**src/rtl/crs_pkg.sv**
```systemverilog
package crs_pkg;
  localparam logic [2:0] ST_SC  = 3'd0;
  localparam logic [2:0] ST_UR  = 3'd1;
  localparam logic [2:0] ST_CRS = 3'd2;
  localparam logic [2:0] ST_CA  = 3'd4;

  typedef enum logic [1:0] {
    S_IDLE  = 2'd0,
    S_ISSUE = 2'd1,
    S_WAIT  = 2'd2,
    S_RESP  = 2'd3
  } phase_e;

  typedef struct packed {
    logic latchReq;
    logic latchRsp;
  } strobes_t;
endpackage

```
**src/rtl/crs_ctrl.sv**
```systemverilog
module crs_ctrl
  import crs_pkg::*;
#(
  parameter int CNT_W = 4
) (
  input  logic             clk,
  input  logic             rstN,
  input  logic             visEnable,
  input  logic             autoRetry,
  input  logic [CNT_W-1:0] maxRetry,
  input  logic             reqValid,
  output logic             reqReady,
  output logic             outValid,
  input  logic             outReady,
  input  logic             cplValid,
  output logic             cplReady,
  input  logic             cplIsCrs,
  output logic             rspValid,
  input  logic             rspReady,
  output logic             crsEvent,
  output strobes_t         strobes
);
  phase_e phase, phaseNext;
  logic [CNT_W-1:0] retryCnt;
  logic cplTake, crsHidden, reissue;

  always_comb begin
    reqReady  = (phase == S_IDLE);
    outValid  = (phase == S_ISSUE);
    cplReady  = (phase == S_WAIT);
    rspValid  = (phase == S_RESP);
    cplTake   = cplValid && cplReady;
    crsHidden = cplTake && cplIsCrs && !visEnable;
    crsEvent  = crsHidden;
    reissue   = crsHidden && autoRetry && (retryCnt < maxRetry);
    strobes.latchReq = reqValid && reqReady;
    strobes.latchRsp = cplTake && !reissue;
  end

  always_comb begin
    phaseNext = phase;
    unique case (phase)
      S_IDLE:  if (reqValid) phaseNext = S_ISSUE;
      S_ISSUE: if (outReady) phaseNext = S_WAIT;
      S_WAIT:  if (cplTake)  phaseNext = reissue ? S_ISSUE : S_RESP;
      S_RESP:  if (rspReady) phaseNext = S_IDLE;
      default: phaseNext = S_IDLE;
    endcase
  end

  always_ff @(posedge clk or negedge rstN) begin
    if (!rstN) begin
      phase    <= S_IDLE;
      retryCnt <= '0;
    end else begin
      phase <= phaseNext;
      if (strobes.latchReq) retryCnt <= '0;
      else if (reissue)     retryCnt <= retryCnt + 1'b1;
    end
  end
endmodule

```
**src/rtl/crs_datapath.sv**
```systemverilog
module crs_datapath
  import crs_pkg::*;
#(
  parameter int TAG_W  = 8,
  parameter int OFF_W  = 12,
  parameter int DATA_W = 32
) (
  input  logic              clk,
  input  logic              rstN,
  input  strobes_t          strobes,
  input  logic              visEnable,
  input  logic [TAG_W-1:0]  reqTag,
  input  logic [OFF_W-1:0]  reqOffset,
  input  logic [2:0]        cplStatus,
  input  logic [DATA_W-1:0] cplData,
  output logic              cplIsCrs,
  output logic [TAG_W-1:0]  outTag,
  output logic [OFF_W-1:0]  outOffset,
  output logic [TAG_W-1:0]  rspTag,
  output logic [DATA_W-1:0] rspData,
  output logic [2:0]        rspStatus,
  output logic              rspRetry
);
  localparam logic [DATA_W-1:0] ALL_ONES  = '1;
  localparam logic [DATA_W-1:0] VID_RETRY = {{(DATA_W-16){1'b1}}, 16'h0001};

  logic [TAG_W-1:0]  tagQ;
  logic [OFF_W-1:0]  offQ;
  logic              isVid;
  logic [DATA_W-1:0] dataNext;
  logic [2:0]        statusNext;
  logic              retryNext;

  always_comb begin
    cplIsCrs   = (cplStatus == ST_CRS);
    isVid      = (offQ == '0);
    dataNext   = ALL_ONES;
    statusNext = cplStatus;
    retryNext  = 1'b0;
    if (cplStatus == ST_SC) begin
      dataNext = cplData;
    end else if (cplIsCrs) begin
      if (visEnable) begin
        dataNext   = isVid ? VID_RETRY : ALL_ONES;
        statusNext = isVid ? ST_SC : ST_UR;
      end else begin
        retryNext = 1'b1;
      end
    end
  end

  always_ff @(posedge clk or negedge rstN) begin
    if (!rstN) begin
      tagQ      <= '0;
      offQ      <= '0;
      rspTag    <= '0;
      rspData   <= '0;
      rspStatus <= ST_SC;
      rspRetry  <= 1'b0;
    end else begin
      if (strobes.latchReq) begin
        tagQ <= reqTag;
        offQ <= reqOffset;
      end
      if (strobes.latchRsp) begin
        rspTag    <= tagQ;
        rspData   <= dataNext;
        rspStatus <= statusNext;
        rspRetry  <= retryNext;
      end
    end
  end

  assign outTag    = tagQ;
  assign outOffset = offQ;
endmodule

```
**src/rtl/crs_cpl_handler.sv**
```systemverilog
module crs_cpl_handler
  import crs_pkg::*;
#(
  parameter int TAG_W  = 8,
  parameter int OFF_W  = 12,
  parameter int DATA_W = 32,
  parameter int CNT_W  = 4
) (
  input  logic              clk,
  input  logic              rstN,
  input  logic              visEnable,
  input  logic              autoRetry,
  input  logic [CNT_W-1:0]  maxRetry,
  input  logic              reqValid,
  output logic              reqReady,
  input  logic [TAG_W-1:0]  reqTag,
  input  logic [OFF_W-1:0]  reqOffset,
  output logic              outValid,
  input  logic              outReady,
  output logic [TAG_W-1:0]  outTag,
  output logic [OFF_W-1:0]  outOffset,
  input  logic              cplValid,
  output logic              cplReady,
  input  logic [2:0]        cplStatus,
  input  logic [DATA_W-1:0] cplData,
  output logic              crsEvent,
  output logic              rspValid,
  input  logic              rspReady,
  output logic [TAG_W-1:0]  rspTag,
  output logic [DATA_W-1:0] rspData,
  output logic [2:0]        rspStatus,
  output logic              rspRetry
);
  strobes_t strobes;
  logic     cplIsCrs;

  crs_ctrl #(.CNT_W(CNT_W)) uCtrl (
    .clk(clk), .rstN(rstN), .visEnable(visEnable), .autoRetry(autoRetry),
    .maxRetry(maxRetry), .reqValid(reqValid), .reqReady(reqReady),
    .outValid(outValid), .outReady(outReady), .cplValid(cplValid),
    .cplReady(cplReady), .cplIsCrs(cplIsCrs), .rspValid(rspValid),
    .rspReady(rspReady), .crsEvent(crsEvent), .strobes(strobes)
  );

  crs_datapath #(.TAG_W(TAG_W), .OFF_W(OFF_W), .DATA_W(DATA_W)) uData (
    .clk(clk), .rstN(rstN), .strobes(strobes), .visEnable(visEnable),
    .reqTag(reqTag), .reqOffset(reqOffset), .cplStatus(cplStatus),
    .cplData(cplData), .cplIsCrs(cplIsCrs), .outTag(outTag),
    .outOffset(outOffset), .rspTag(rspTag), .rspData(rspData),
    .rspStatus(rspStatus), .rspRetry(rspRetry)
  );
endmodule

```
**config.mk**
```make
export PLATFORM = sky130hd
export DESIGN_NAME = crs_cpl_handler
export DESIGN_NICKNAME = d
export VERILOG_FILES = /design/src/rtl/crs_pkg.sv /design/src/rtl/crs_ctrl.sv /design/src/rtl/crs_datapath.sv /design/src/rtl/crs_cpl_handler.sv
export SDC_FILE = /design/constraint.sdc
export NUM_CORES = 1
export LEC_CHECK = 0
export ABC_AREA = 1
export BUFFER_PORTS_ARGS = -buffer_cell sky130_fd_sc_hd__buf_2
export CAP_MARGIN = 5
export CORE_MARGIN = 2
export CORE_UTILIZATION = 50
export CTS_CLUSTER_DIAMETER = 200
export DETAILED_ROUTE_END_ITERATION = 12
export PLACE_DENSITY = 0.82
export SLEW_MARGIN = 20
export SYNTH_ARGS = -nofsm -noshare
export SYNTH_HDL_FRONTEND = slang
export SYNTH_SLANG_ARGS = --single-unit
export TNS_END_PERCENT = 30
```
**constraint.sdc**
```tcl
create_clock -name clk -period 3.28 [get_ports clk]
set_input_delay 0.492 -clock clk [delete_from_list [all_inputs] [get_ports clk]]
set_output_delay 0.492 -clock clk [all_outputs]
set_load 0.02 [all_outputs]
```
# Word level (Yosys, flattened, before mapping)
# Index checks and enable logic that the tools add are counted.
# op_classes
n_addsub	1
multipliers	0
n_div	0
order_cmp	1
eq_ne	8
shift	0
mux	19
bitwise_logic	0
reduce_logical	14
# op_table
cell	n
$mux 32	3
$mux 16	1
$logic_not 12->1	1
$mux 2	5
$mux 3	3
$mux 4	2
$pmux 2 s4	1
$logic_and 1x1->1	7
$ne 2x1->1 const B	3
$add 4x1->4 const B	1
$eq 2x2->1 const B	2
$lt 4x4->1	1
$mux 1	4
$reduce_and 4->1	1
$eq 3x2->1 const B	1
$logic_not 3->1	1
$eq 2x1->1 const B	1
$logic_not 1->1	2
$logic_not 2->1	1
$ne 2x2->1 const B	1
$reduce_bool 2->1	1
# totals
ff_bits	70
latch_bits	0
mem_bits_rw	0
romBits	0
input_bits	67
out_inout_bits	69
word_cells	51
n_memories	0

# Depth between registers and ports, before layout
# Gate-level depths: netlist (run 1).
# depth
depth_word	9
depth_mapped	11
depth_no_buf	10

# Cells and area by module
# Synthesis (run 1) repeated with hierarchy kept, for this count alone.
# hier_totals
cells_unflattened	370
area_unflattened_um2	3254.4
# by_module_without_submodules
module	n_inst	cells_per_inst	area_each_um2	seq_area_each_um2
crs_datapath	1	301	2755.1	1601.5
crs_ctrl	1	69	499.2	150.1

# Worst setup path before layout (run 1)
# OpenSTA, ideal clock, no wires.
# synth_timing
kind	input-to-reg
startpoint	input port maxRetry[3]
endpoint	register uData.rspData[10]
setup_ns	0.116
arrival_ns	1.607
required_time_ns	3.164
path_slack_ns	1.556
path_stages	11
path_buffers	1
path_cell_list	inv_1 -> ha_1 -> nand2_1 -> inv_1 -> nand2_1 -> nand2_1 -> nor2_2 -> nor2_2 -> buf_2 -> nand2_1 -> nand2_1
# synth_via
elab_chain_len	4
# synth_lines
element	line	rtl
start: declaration	crs_cpl_handler.sv:13	input logic [CNT_W-1:0] maxRetry,
$lt 4x4->1	crs_ctrl.sv:35	reissue = crsHidden && autoRetry && (retryCnt < maxRetry);
$logic_and 1x1->1	crs_ctrl.sv:35	
$logic_not 1->1	crs_ctrl.sv:37	strobes.latchRsp = cplTake && !reissue;
$logic_and 1x1->1	crs_ctrl.sv:37	
end signal: assignment	crs_datapath.sv:67	rspData <= dataNext;
end: declaration	crs_datapath.sv:20	output logic [DATA_W-1:0] rspData,
# No other way between the ends.
# A chain may end at the register's enable or synchronous reset.

# Worst setup path in the final report (run 1)
# layout_timing
startpoint	register uCtrl.phase[0]
endpoint	register uData.offQ[0], in the netlist uData.outOffset[0]
# layout_via
elab_chain_len	2
# layout_lines
element	line	rtl
start: declaration	crs_ctrl.sv:23	phase_e phase, phaseNext;
start signal: assignment	crs_ctrl.sv:56	phase <= phaseNext;
$logic_not 2->1	crs_ctrl.sv:28	reqReady = (phase == S_IDLE);
$logic_and 1x1->1	crs_ctrl.sv:36	strobes.latchReq = reqValid && reqReady;
end signal: assignment	crs_datapath.sv:63	offQ <= reqOffset;
end: declaration	crs_datapath.sv:28	logic [OFF_W-1:0] offQ;
# No other way between the ends.

==> metrics.txt, run 1 <==
highest fanout seen on the critical path=25; final antenna-violating net count=0; CTS buffer count=9; top cells by area, synth=dfrtp_1 (50%), nand2_1 (19%), nand2_2 (7.7%), nand3_1 (5.9%), or2_2 (3.1%); WL final=roughly 8100 um; leading area contributor after synthesis=dfrtp_1; fillers=596; overall routing resource usage=22.45%; mean routed wirelength per cell=12.54 um; Mean Syn Cell Area=8.140 um^2; sequential cell area fraction in the yosys report=50.40%; status=finished, final reports clean; maxcap violations=0; Synth cell types=22; fin util=between 60% and 70%; Tcrit/Tclk final=between 60 and 70%; share of post-route cells with drive strength above 1=between 30% and 40%; critical path arrival=2.46 ns; diode count=0; slew of the pin with the lowest slew margin=0.8614 ns; Required @ worst endpoint=3.52 ns; H-tree levels=3; CP top delay family=simple AND/OR/NAND/NOR gates; Worst path max stage delay=roughly 0.7 ns; most common cell after layout, fill and taps aside=nand2_1; mapped cell area=3476 um^2; DIE AREA=roughly 7600 um^2; IO buf count=135; vias per cell=~5; Pwr per Cell Area=947.9 nW/um^2; skew final=~0.0070 ns; Max-slew headroom=42.57%; Seq cells post-synth=70; yosys warns=0; Post-CTS Setup Bufs=0; clock slew at reported path FFs=0.07 ns; Die Ht=87.38 um; Worst path slowest cell=inv_1; syn_nets=498; RSZ-0062 raised after global routing=false; Critical Path, Cell by Cell=nor2_1 -> nand2_1 -> inv_1 -> nand2_1 -> o21ai_0; Layout area overhead=24.69%; CP Class=flip-flop to flip-flop; first-pass iteration count of the detailed router=4; Critical path buffers and inverters=1; LEAKAGE=about 2.5 nW; antenna violations before repair=0; CTS root buf=clkbuf_8; Hold WC Path Type=input port to asynchronous set/reset pin; GP Congestion=0.7819; Skew-Pair Late Insertion Delay=0.34 ns; Post-DP HPWL=5805 um; Final TNS setup=0 ns; max-slew violation count=0; Starting Density=51.44%; DRC=0; DR vias=about 3.1k; number of global-route vias before repair=a little over 3k; Max VDD drop=slightly below 500 uV; hold_buf cts=0; Clock Sinks=70; DRC marker count from the first detailed-route iteration=slightly above 100; Hold Violations, Final=0; CP Launch Type=flip-flop; Min Clock Period, post-route=2.221 ns; commonest non-fill, non-tap cells in the layout=nand2_1 (176), buf_2 (135), dfrtp_1 (70); f_max=between 400 and 500 MHz; area of the core=6756 um^2; first-pass GRT wire length=between 10,000 and 15,000 um; Die X=87.38 um; largest net degree at the start of global routing=45; share of the synthesized area in the top cell type=50.40%; Worst setup EP type=flip-flop; Hold WS=0.2534 ns; row cnt=30; final setup fails=0; gr ovfl total=0; TritonCTS clock tree=yes; cell mode on critical path=nand2_1; nets@finish=629; Gates resized, CTS repair=0; synthesized instance count=427; worst-case clock buffer depth=2; boundary pin count=136
==> final cells by class <==
| class | count | area, um^2 | share of cell area (%) |
|---|---|---|---|
| clock buffers | 11 | 151.4 | 3.493 |
| inverters | 29 | 108.9 | 2.512 |
| multi-input cells | 312 | 1481 | 34.18 |
| repair buffers | 136 | 683.2 | 15.76 |
| well taps | 80 | 100.1 | 2.309 |
| clock inverters | 5 | 57.56 | 1.328 |
| flip-flops and latches | 70 | 1752 | 40.42 |
==> stage by stage <==
step                worst slack [ns]  area (um^2)  power [mW]  cells
floorplan                      1.556         3476       2.825    427
global placement               1.132         4125       3.350    627
detailed placement             1.033         4125       3.421    627
CTS                            1.032         4334       4.143    643
global route                  0.7621         4334       4.416    643
finish                         1.059         4334       4.108    643
==> state kept, by name, indices dropped and copies added, names as in the netlist <==
register         count
uCtrl.phase          2
uCtrl.retryCnt       4
uData.outOffset     12
uData.outTag         8
uData.rspData       32
uData.rspRetry       1
uData.rspStatus      3
uData.rspTag         8
==> power by group <==
| group | leakage (nW) | internal (mW) | switching [mW] | total (mW) |
|---|---|---|---|---|
| Combinational | 1.50 | 0.624 | 1.21 | 1.83 |
| Sequential | 0.857 | 1.26 | 0.296 | 1.56 |
| Clock | 0.0976 | 0.391 | 0.326 | 0.717 |
| Total | 2.45 | 2.28 | 1.83 | 4.11 |
==> synth_stat cells <==
master,number
nor2_1,14
nand3_1,41
ha_1,4
inv_1,26
buf_1,2
a21oi_1,2
nand3_2,1
nor3_1,1
dfrtp_1,70
o21ai_0,5
xor2_1,1
clkbuf_1,3
or2_2,17
nand2_1,176
buf_12,4
nor2_4,2
nor2_2,2
buf_2,7
inv_2,3
nand3_4,2
nand2_2,43
xnor2_1,1
==> worst paths after layout <==
check	start	endpoint	slack, ns	cells past startpoint
worst max-delay path	uCtrl.phase[0]$_DFFE_PN0P_	uData.outOffset[0]$_DFFE_PN0P_	1.06	5
worst min-delay path	rstN	uData.outTag[5]$_DFFE_PN0P_	0.25	1
worst max register to register	uCtrl.phase[0]$_DFFE_PN0P_	uData.outOffset[0]$_DFFE_PN0P_	1.06	5
worst min register to register	uData.rspData[4]$_DFFE_PN0P_	uData.rspData[4]$_DFFE_PN0P_	0.48	2
max in group asynchronous	rstN	uData.rspData[6]$_DFFE_PN0P_	2.07	2
min in group clk	reqTag[4]	uData.outTag[4]$_DFFE_PN0P_	0.35	3
==> cells by family after synthesis <==
| kind of cell | Yosys count | share of synthesized area (%) |
|---|---|---|
| xor gates and xnor gates | 2 | 0.5041 |
| DFF | 70 | 50.40 |
| buffers and inverters | 45 | 6.983 |
| adders and majority gates | 4 | 1.440 |
| and+or+nand+nor | 299 | 39.67 |
| AOI/OAI and AO/OA | 7 | 1.008 |
==> layer usage <==
layer / track usage (%) / share of wire, % / vias to the layer above
met4: 7.273 / 0.89 / 0
met1: 29.40 / 44 / 1454
met5: 0 / 0 / -
li1: - / - / 1565
met3: 5.592 / 7.0 / 9
met2: 36.57 / 48 / 109
(Power assumes the default switching activity.)
==> run 2: changes to the inputs <==
Settings changed: CORE_UTILIZATION 50 to 49, PLACE_DENSITY 0.82 to 0.8.
Clock period 3.28 ns to 2.2 ns, I/O delays scaled along.
==> metrics.txt, run 2 (synthesized netlist as in run 1, its figures left out) <==
Final TNS setup=0 ns (unchanged); Die Ht=88.23 um (was 87.38 um); first-pass GRT wire length=13,470 um (was 13,540 um); Gates resized, CTS repair=0 (unchanged); CP Launch Type=flip-flop (unchanged); status=finished, final reports clean (unchanged); largest net degree at the start of global routing=49 (was 45); vias per cell=4.779 (was 4.879); Clk pwr share=19.8% (was 17.5%); overall routing resource usage=21.81% (was 22.45%); nets@finish=634 (was 629); Largest Register=uData.rspData (unchanged); Max-slew headroom=55.49% (was 42.57%); GP Congestion=0.7671 (was 0.7819); LEAKAGE=2.514 nW (was 2.452 nW); CP Class=flip-flop to flip-flop (unchanged); diode count=0 (unchanged); Skew-Pair Late Insertion Delay=0.33 ns (was 0.34 ns); Pwr per Cell Area=1422 nW/um^2 (was 947.9 nW/um^2); max-slew violation count=0 (unchanged); first-pass iteration count of the detailed router=4 (unchanged); final antenna-violating net count=0 (unchanged); CP top delay family=simple AND/OR/NAND/NOR gates (unchanged); share of post-route cells with drive strength above 1=39.79% (was 39.43%); Placed Area=4200 um^2 (was 4125 um^2); Critical path buffers and inverters=2 (was 1); Sequential Area=1752 um^2 (unchanged); DRC=0 (unchanged); IO buf count=135 (unchanged); Min Clock Period, post-route=1.837 ns (was 2.221 ns); Worst path max stage delay=0.43 ns (was 0.72 ns); CTS root buf=clkbuf_8 (unchanged); CTS buffer count=9 (unchanged); Clock Sinks=70 (unchanged); worst-case clock buffer depth=2 (unchanged); Layout area overhead=28.22% (was 24.69%); Required @ worst endpoint=2.42 ns (was 3.52 ns); Worst path slowest cell=dfrtp_1 (was inv_1); Post-DP HPWL=5922 um (was 5805 um); critical path arrival=2.06 ns (was 2.46 ns); total power=6.337 mW (was 4.108 mW); commonest non-fill, non-tap cells in the layout=nand2_1 (176), buf_2 (135), dfrtp_1 (70) (unchanged); most common cell after layout, fill and taps aside=nand2_1 (unchanged); Sw Ratio=42.73% (was 44.54%); fin util=65.24% (was 64.15%); DR vias=3,173 (was 3,137); H-tree levels=3 (unchanged); antenna violations before repair=0 (unchanged); Seq pwr share=36.5% (was 38.0%); slew of the pin with the lowest slew margin=0.6669 ns (was 0.8614 ns); final setup fails=0 (unchanged); clock slew at reported path FFs=0.08 ns (was 0.07 ns); cell mode on critical path=nand2_1 (unchanged); maxcap violations=0 (unchanged); DIE AREA=7784 um^2 (was 7634 um^2); WL final=8171 um (was 8066 um); Cell Int Power=3.629 mW (was 2.278 mW); Hold WC Path Type=input port to flip-flop (was input port to asynchronous set/reset pin); row cnt=30 (unchanged); Critical Path, Cell by Cell=ha_1 -> nand2_1 -> inv_1 -> nand2_1 -> nand2_1 -> inv_1 -> nand2_2 -> nand3_1 -> nand2_1 (was nor2_1 -> nand2_1 -> inv_1 -> nand2_1 -> o21ai_0); highest fanout seen on the critical path=28 (was 25); power share of the combinational group=43.7% (was 44.6%); Sw Pwr=2.708 mW (was 1.830 mW); Die X=88.23 um (was 87.38 um); Tcrit/Tclk final=83.52% (was 67.71%); gr ovfl total=0 (unchanged); Max VDD drop=712.5 uV (was 487.7 uV); Post-Layout Inst Area=4457 um^2 (was 4334 um^2); boundary pin count=136 (unchanged); skew final=0.008577 ns (was 0.007043 ns); Worst setup EP type=flip-flop (unchanged); DRC marker count from the first detailed-route iteration=112 (was 102); number of global-route vias before repair=3,046 (was 3,021); mean routed wirelength per cell=12.31 um (was 12.54 um); RSZ-0062 raised after global routing=false (unchanged); area of the core=6832 um^2 (was 6756 um^2); Hold Violations, Final=0 (unchanged); Starting Density=50.88% (was 51.44%); footprint of the multi-input gates=1481 um^2 (unchanged); f_max=544.2 MHz (was 450.2 MHz); max FFs per register=32 (unchanged); TritonCTS clock tree=yes (unchanged); fillers=617 (was 596)
==> run 2: cell count changes in the layout (fill, tap and decap cells not counted), sizes merged <==
cell         previous run  this run
buf                   136       140
bufinv                  1         3
clkbuf                 11        10
clkinv                  1         3
dlygate4sd3             0         1
clkinvlp                3         0
==> run 2: stage by stage <==
stage | hold slack, ns | worst slack, ns | cells
3_5_place_dp | 0.3449 | 0.3106 | 647
5_1_grt | 0.1906 | 0.1630 | 664
6_report | 0.1908 | 0.3626 | 664
4_1_cts | 0.1773 | 0.3529 | 664
3_3_place_gp | 0.3334 | 0.3878 | 647
2_1_floorplan | 0.03441 | 0.6121 | 427
==> run 2: power groups by stage <==
stage	combinational [mW]	clock, mW	sequential [mW]
6_report	2.77	1.25	2.31
5_1_grt	3.10	1.34	2.39
4_1_cts	2.81	1.28	2.31
3_5_place_dp	2.80	0	2.33
3_3_place_gp	2.73	0	2.32
2_1_floorplan	1.22	0	3.00
==> run 2: path summary, 6_finish.rpt <==
kind	startpoint	cells past startpoint	end	slack, ns
worst min register to register	uData.rspData[1]$_DFFE_PN0P_	2	uData.rspData[1]$_DFFE_PN0P_	0.48
worst min-delay path	reqTag[5]	3	uData.outTag[5]$_DFFE_PN0P_	0.19
min in group asynchronous	rstN	2	uData.rspData[25]$_DFFE_PN0P_	0.52
worst max-delay path	uCtrl.retryCnt[2]$_DFFE_PN0P_	9	uData.rspTag[0]$_DFFE_PN0P_	0.36
worst max register to register	uCtrl.retryCnt[2]$_DFFE_PN0P_	9	uData.rspTag[0]$_DFFE_PN0P_	0.36
max in group asynchronous	rstN	3	uData.rspTag[4]$_DFFE_PN0P_	1.03
==> run 2: final cells by class <==
class | count | share of cell area (%)
repair buffers | 141 | 16.79
well taps | 96 | 2.695
multi-input cells | 312 | 33.24
inverters | 29 | 2.442
flip-flops and latches | 70 | 39.30
clock inverters | 6 | 2.442
clock buffers | 10 | 3.088
==> run 2: metal layers <==
layer / track usage [%] / routed length, um / vias to the layer above
li1: - / - / 1578
met5: 0 / 0 / -
met2: 38.07 / 3977 / 106
met3: 6.623 / 665 / 6
met1: 26.25 / 3464 / 1483
met4: 5.923 / 63 / 0
==> run 2: what timing repair did <==
action / CTS / global route
hold endpoints to repair: 22 / 0
setup buffers: 0 / 0
hold buffers: 1 / 0
==> run 2: worst reg2reg max path, cell delays in order, from the launching register on <==
cell     delay [ns]
dfrtp_1        0.43
ha_1           0.30
nand2_1        0.06
inv_1          0.04
nand2_1        0.14
nand2_1        0.12
inv_1          0.08
nand2_2        0.30
nand3_1        0.21
nand2_1        0.06
==> run 3: changes to the inputs <==
Settings changed: CORE_UTILIZATION 49 to 44, PLACE_DENSITY 0.8 to 0.76.
Clock period 2.2 ns to 1.6 ns, I/O delays scaled along.
==> metrics.txt, run 3 (synthesized netlist as in run 1, its figures left out) <==
status=finished, final reports clean (unchanged); Post-DP HPWL=6012 um (was 5922 um); Clock Sinks=70 (unchanged); max FFs per register=32 (unchanged); reg2reg start=uCtrl.retryCnt[3]$_DFFE_PN0P_ (was uCtrl.retryCnt[2]$_DFFE_PN0P_); IO buf count=135 (unchanged); Final TNS setup=0 ns (unchanged); final setup fails=0 (unchanged); critical path arrival=1.77 ns (was 2.06 ns); skew final=0.007663 ns (was 0.008577 ns); DR vias=3,222 (was 3,173); Die Ht=92.88 um (was 88.23 um); Placed Area=4353 um^2 (was 4200 um^2); Layout area overhead=34.31% (was 28.22%); CTS root buf=clkbuf_8 (unchanged); Tcrit/Tclk final=96.59% (was 83.52%); largest net degree at the start of global routing=71 (was 49); max-slew violation count=0 (unchanged); overall routing resource usage=20.36% (was 21.81%); highest fanout seen on the critical path=23 (was 28); TritonCTS clock tree=yes (unchanged); internal reg-to-reg setup slack=0.05 ns (was 0.36 ns); Sequential Area=1754 um^2 (was 1752 um^2); CP Class=flip-flop to flip-flop (unchanged); Worst setup EP type=flip-flop (unchanged); critical path startpoint=uCtrl.retryCnt[3]$_DFFE_PN0P_ (was uCtrl.retryCnt[2]$_DFFE_PN0P_); row cnt=32 (was 30); most common cell after layout, fill and taps aside=nand2_1 (unchanged); mean routed wirelength per cell=12.46 um (was 12.31 um); first-pass iteration count of the detailed router=4 (unchanged); WHS Path Cells=3 (unchanged); footprint of the multi-input gates=1521 um^2 (was 1481 um^2); dpl ws=-0.1099 ns (was 0.3106 ns); maxcap violations=0 (unchanged); Starting Density=45.21% (was 50.88%); Worst Hold Launch=reqTag[3] (was reqTag[5]); CP Launch Type=flip-flop (unchanged); FF-to-FF path depth=10 (was 9); RSZ-0062 raised after global routing=true (was false); commonest non-fill, non-tap cells in the layout=nand2_1 (174), buf_2 (135), dfrtp_1 (68) (was nand2_1 (176), buf_2 (135), dfrtp_1 (70)); area of the core=7687 um^2 (was 6832 um^2); Required @ worst endpoint=1.82 ns (was 2.42 ns); WL final=8511 um (was 8171 um); antenna violations before repair=0 (unchanged); number of global-route vias before repair=3,185 (was 3,046); Largest Register=uData.rspData (unchanged); Hold Violations, Final=0 (unchanged); nets@finish=647 (was 634); clock slew at reported path FFs=0.07 ns (was 0.08 ns); Post-Layout Inst Area=4668 um^2 (was 4457 um^2); DRC=0 (unchanged); GP Congestion=0.8277 (was 0.7671); placed cell count=664 (was 647); CTS buffer count=9 (unchanged); setup ws final=0.05463 ns (was 0.3626 ns); f_max=647.1 MHz (was 544.2 MHz); H-tree levels=3 (unchanged); Min Clock Period, post-route=1.545 ns (was 1.837 ns); first-pass GRT wire length=14,010 um (was 13,470 um); Final Non-Filler Cells=683 (was 664); Max VDD drop=1018 uV (was 712.5 uV); Max-slew headroom=67.24% (was 55.49%); diode count=0 (unchanged); Hold WC Path Type=input port to flip-flop (unchanged); Hold WS=0.09387 ns (was 0.1908 ns); Pwr per Cell Area=1856 nW/um^2 (was 1422 nW/um^2); gr ovfl total=0 (unchanged); Endpoint, Worst Hold=uData.outTag[3]$_DFFE_PN0P_ (was uData.outTag[5]$_DFFE_PN0P_); worst-case clock buffer depth=2 (unchanged); DIE AREA=8627 um^2 (was 7784 um^2); DRC marker count from the first detailed-route iteration=88 (was 112); Skew-Pair Late Insertion Delay=0.34 ns (was 0.33 ns); share of post-route cells with drive strength above 1=42.17% (was 39.79%); fillers=709 (was 617); vias per cell=4.717 (was 4.779); LEAKAGE=2.600 nW (was 2.514 nW); boundary pin count=136 (unchanged); worst r2r dst=uData.rspData[22]$_DFFE_PN0P_ (was uData.rspTag[0]$_DFFE_PN0P_); Die X=92.88 um (was 88.23 um); final antenna-violating net count=0 (unchanged); slew of the pin with the lowest slew margin=0.4907 ns (was 0.6669 ns)
[run 3: changes by cell type in the layout (fill, tap and decap cells not counted), moves of 2 or more]
cell     change
nand2_4      +2
nand2_1      -2
dfrtp_2      +2
buf_12       +6
buf_4        +5
dfrtp_1      -2
nor2_4       +2
[run 3: worst max-delay path, cell delays in order, from the launching register on]
cell and delay (ns):
dfrtp_1 0.41, ha_4 0.28, nand2_1 0.04, inv_1 0.05
nand2_2 0.06, buf_6 0.12, nand3_4 0.06, nand3_4 0.09
buf_12 0.19, nand2_2 0.06, nand2_1 0.05
[run 3: power breakdown]
group | switching, mW | internal, mW
registers | 0.602 | 2.60
clock network | 0.646 | 0.875
logic | 2.51 | 1.43
[run 3: worst max-delay path by stage]
stage                                                to  slack [ns]  depth (start not counted)
after global routing       uData.rspData[4]$_DFFE_PN0P_       -0.07                         10
after detailed placement  uData.rspData[11]$_DFFE_PN0P_       -0.11                          9
final                     uData.rspData[22]$_DFFE_PN0P_        0.05                         10
after global placement    uData.rspData[15]$_DFFE_PN0P_       -0.02                          9
after CTS                 uData.rspData[11]$_DFFE_PN0P_    -0.00009                          9
after floorplan           uData.rspData[10]$_DFFE_PN0P_        0.01                         10
[run 3: timing repair]
| action | CTS | global route |
|---|---|---|
| endpoints found under the setup margin | 44 | 47 |
| pin swaps | 0 | 1 |
| gates cloned | 0 | 1 |
| hold buffers | 1 | 0 |
| resized for setup | 3 | 9 |
| endpoints found under the hold margin | 70 | 0 |
| setup buffers | 0 | 1 |
[run 3: routing by layer]
metal | track usage [%] | up-vias | routed length, um
met5 | 0 | - | 0
met4 | 8.578 | 0 | 136
met3 | 4.882 | 11 | 642
met2 | 34.00 | 120 | 4009
met1 | 25.22 | 1487 | 3724
li1 | - | 1604 | -
[run 3: stage by stage]
step	util [%]	total power [mW]
floorplan	-	5.792
global placement	56.62	7.024
detailed placement	56.62	7.145
CTS	59.70	8.703
global route	60.73	9.302
finish	60.73	8.663
[run 3: layout make-up]
class | instances | area share [%]
clock buffer | 10 | 2.734
clock inverter | 6 | 1.849
inverter | 29 | 2.332
multi-input combinational | 312 | 32.59
sequential | 70 | 37.58
tap | 102 | 2.734
timing repair buffer | 154 | 20.18
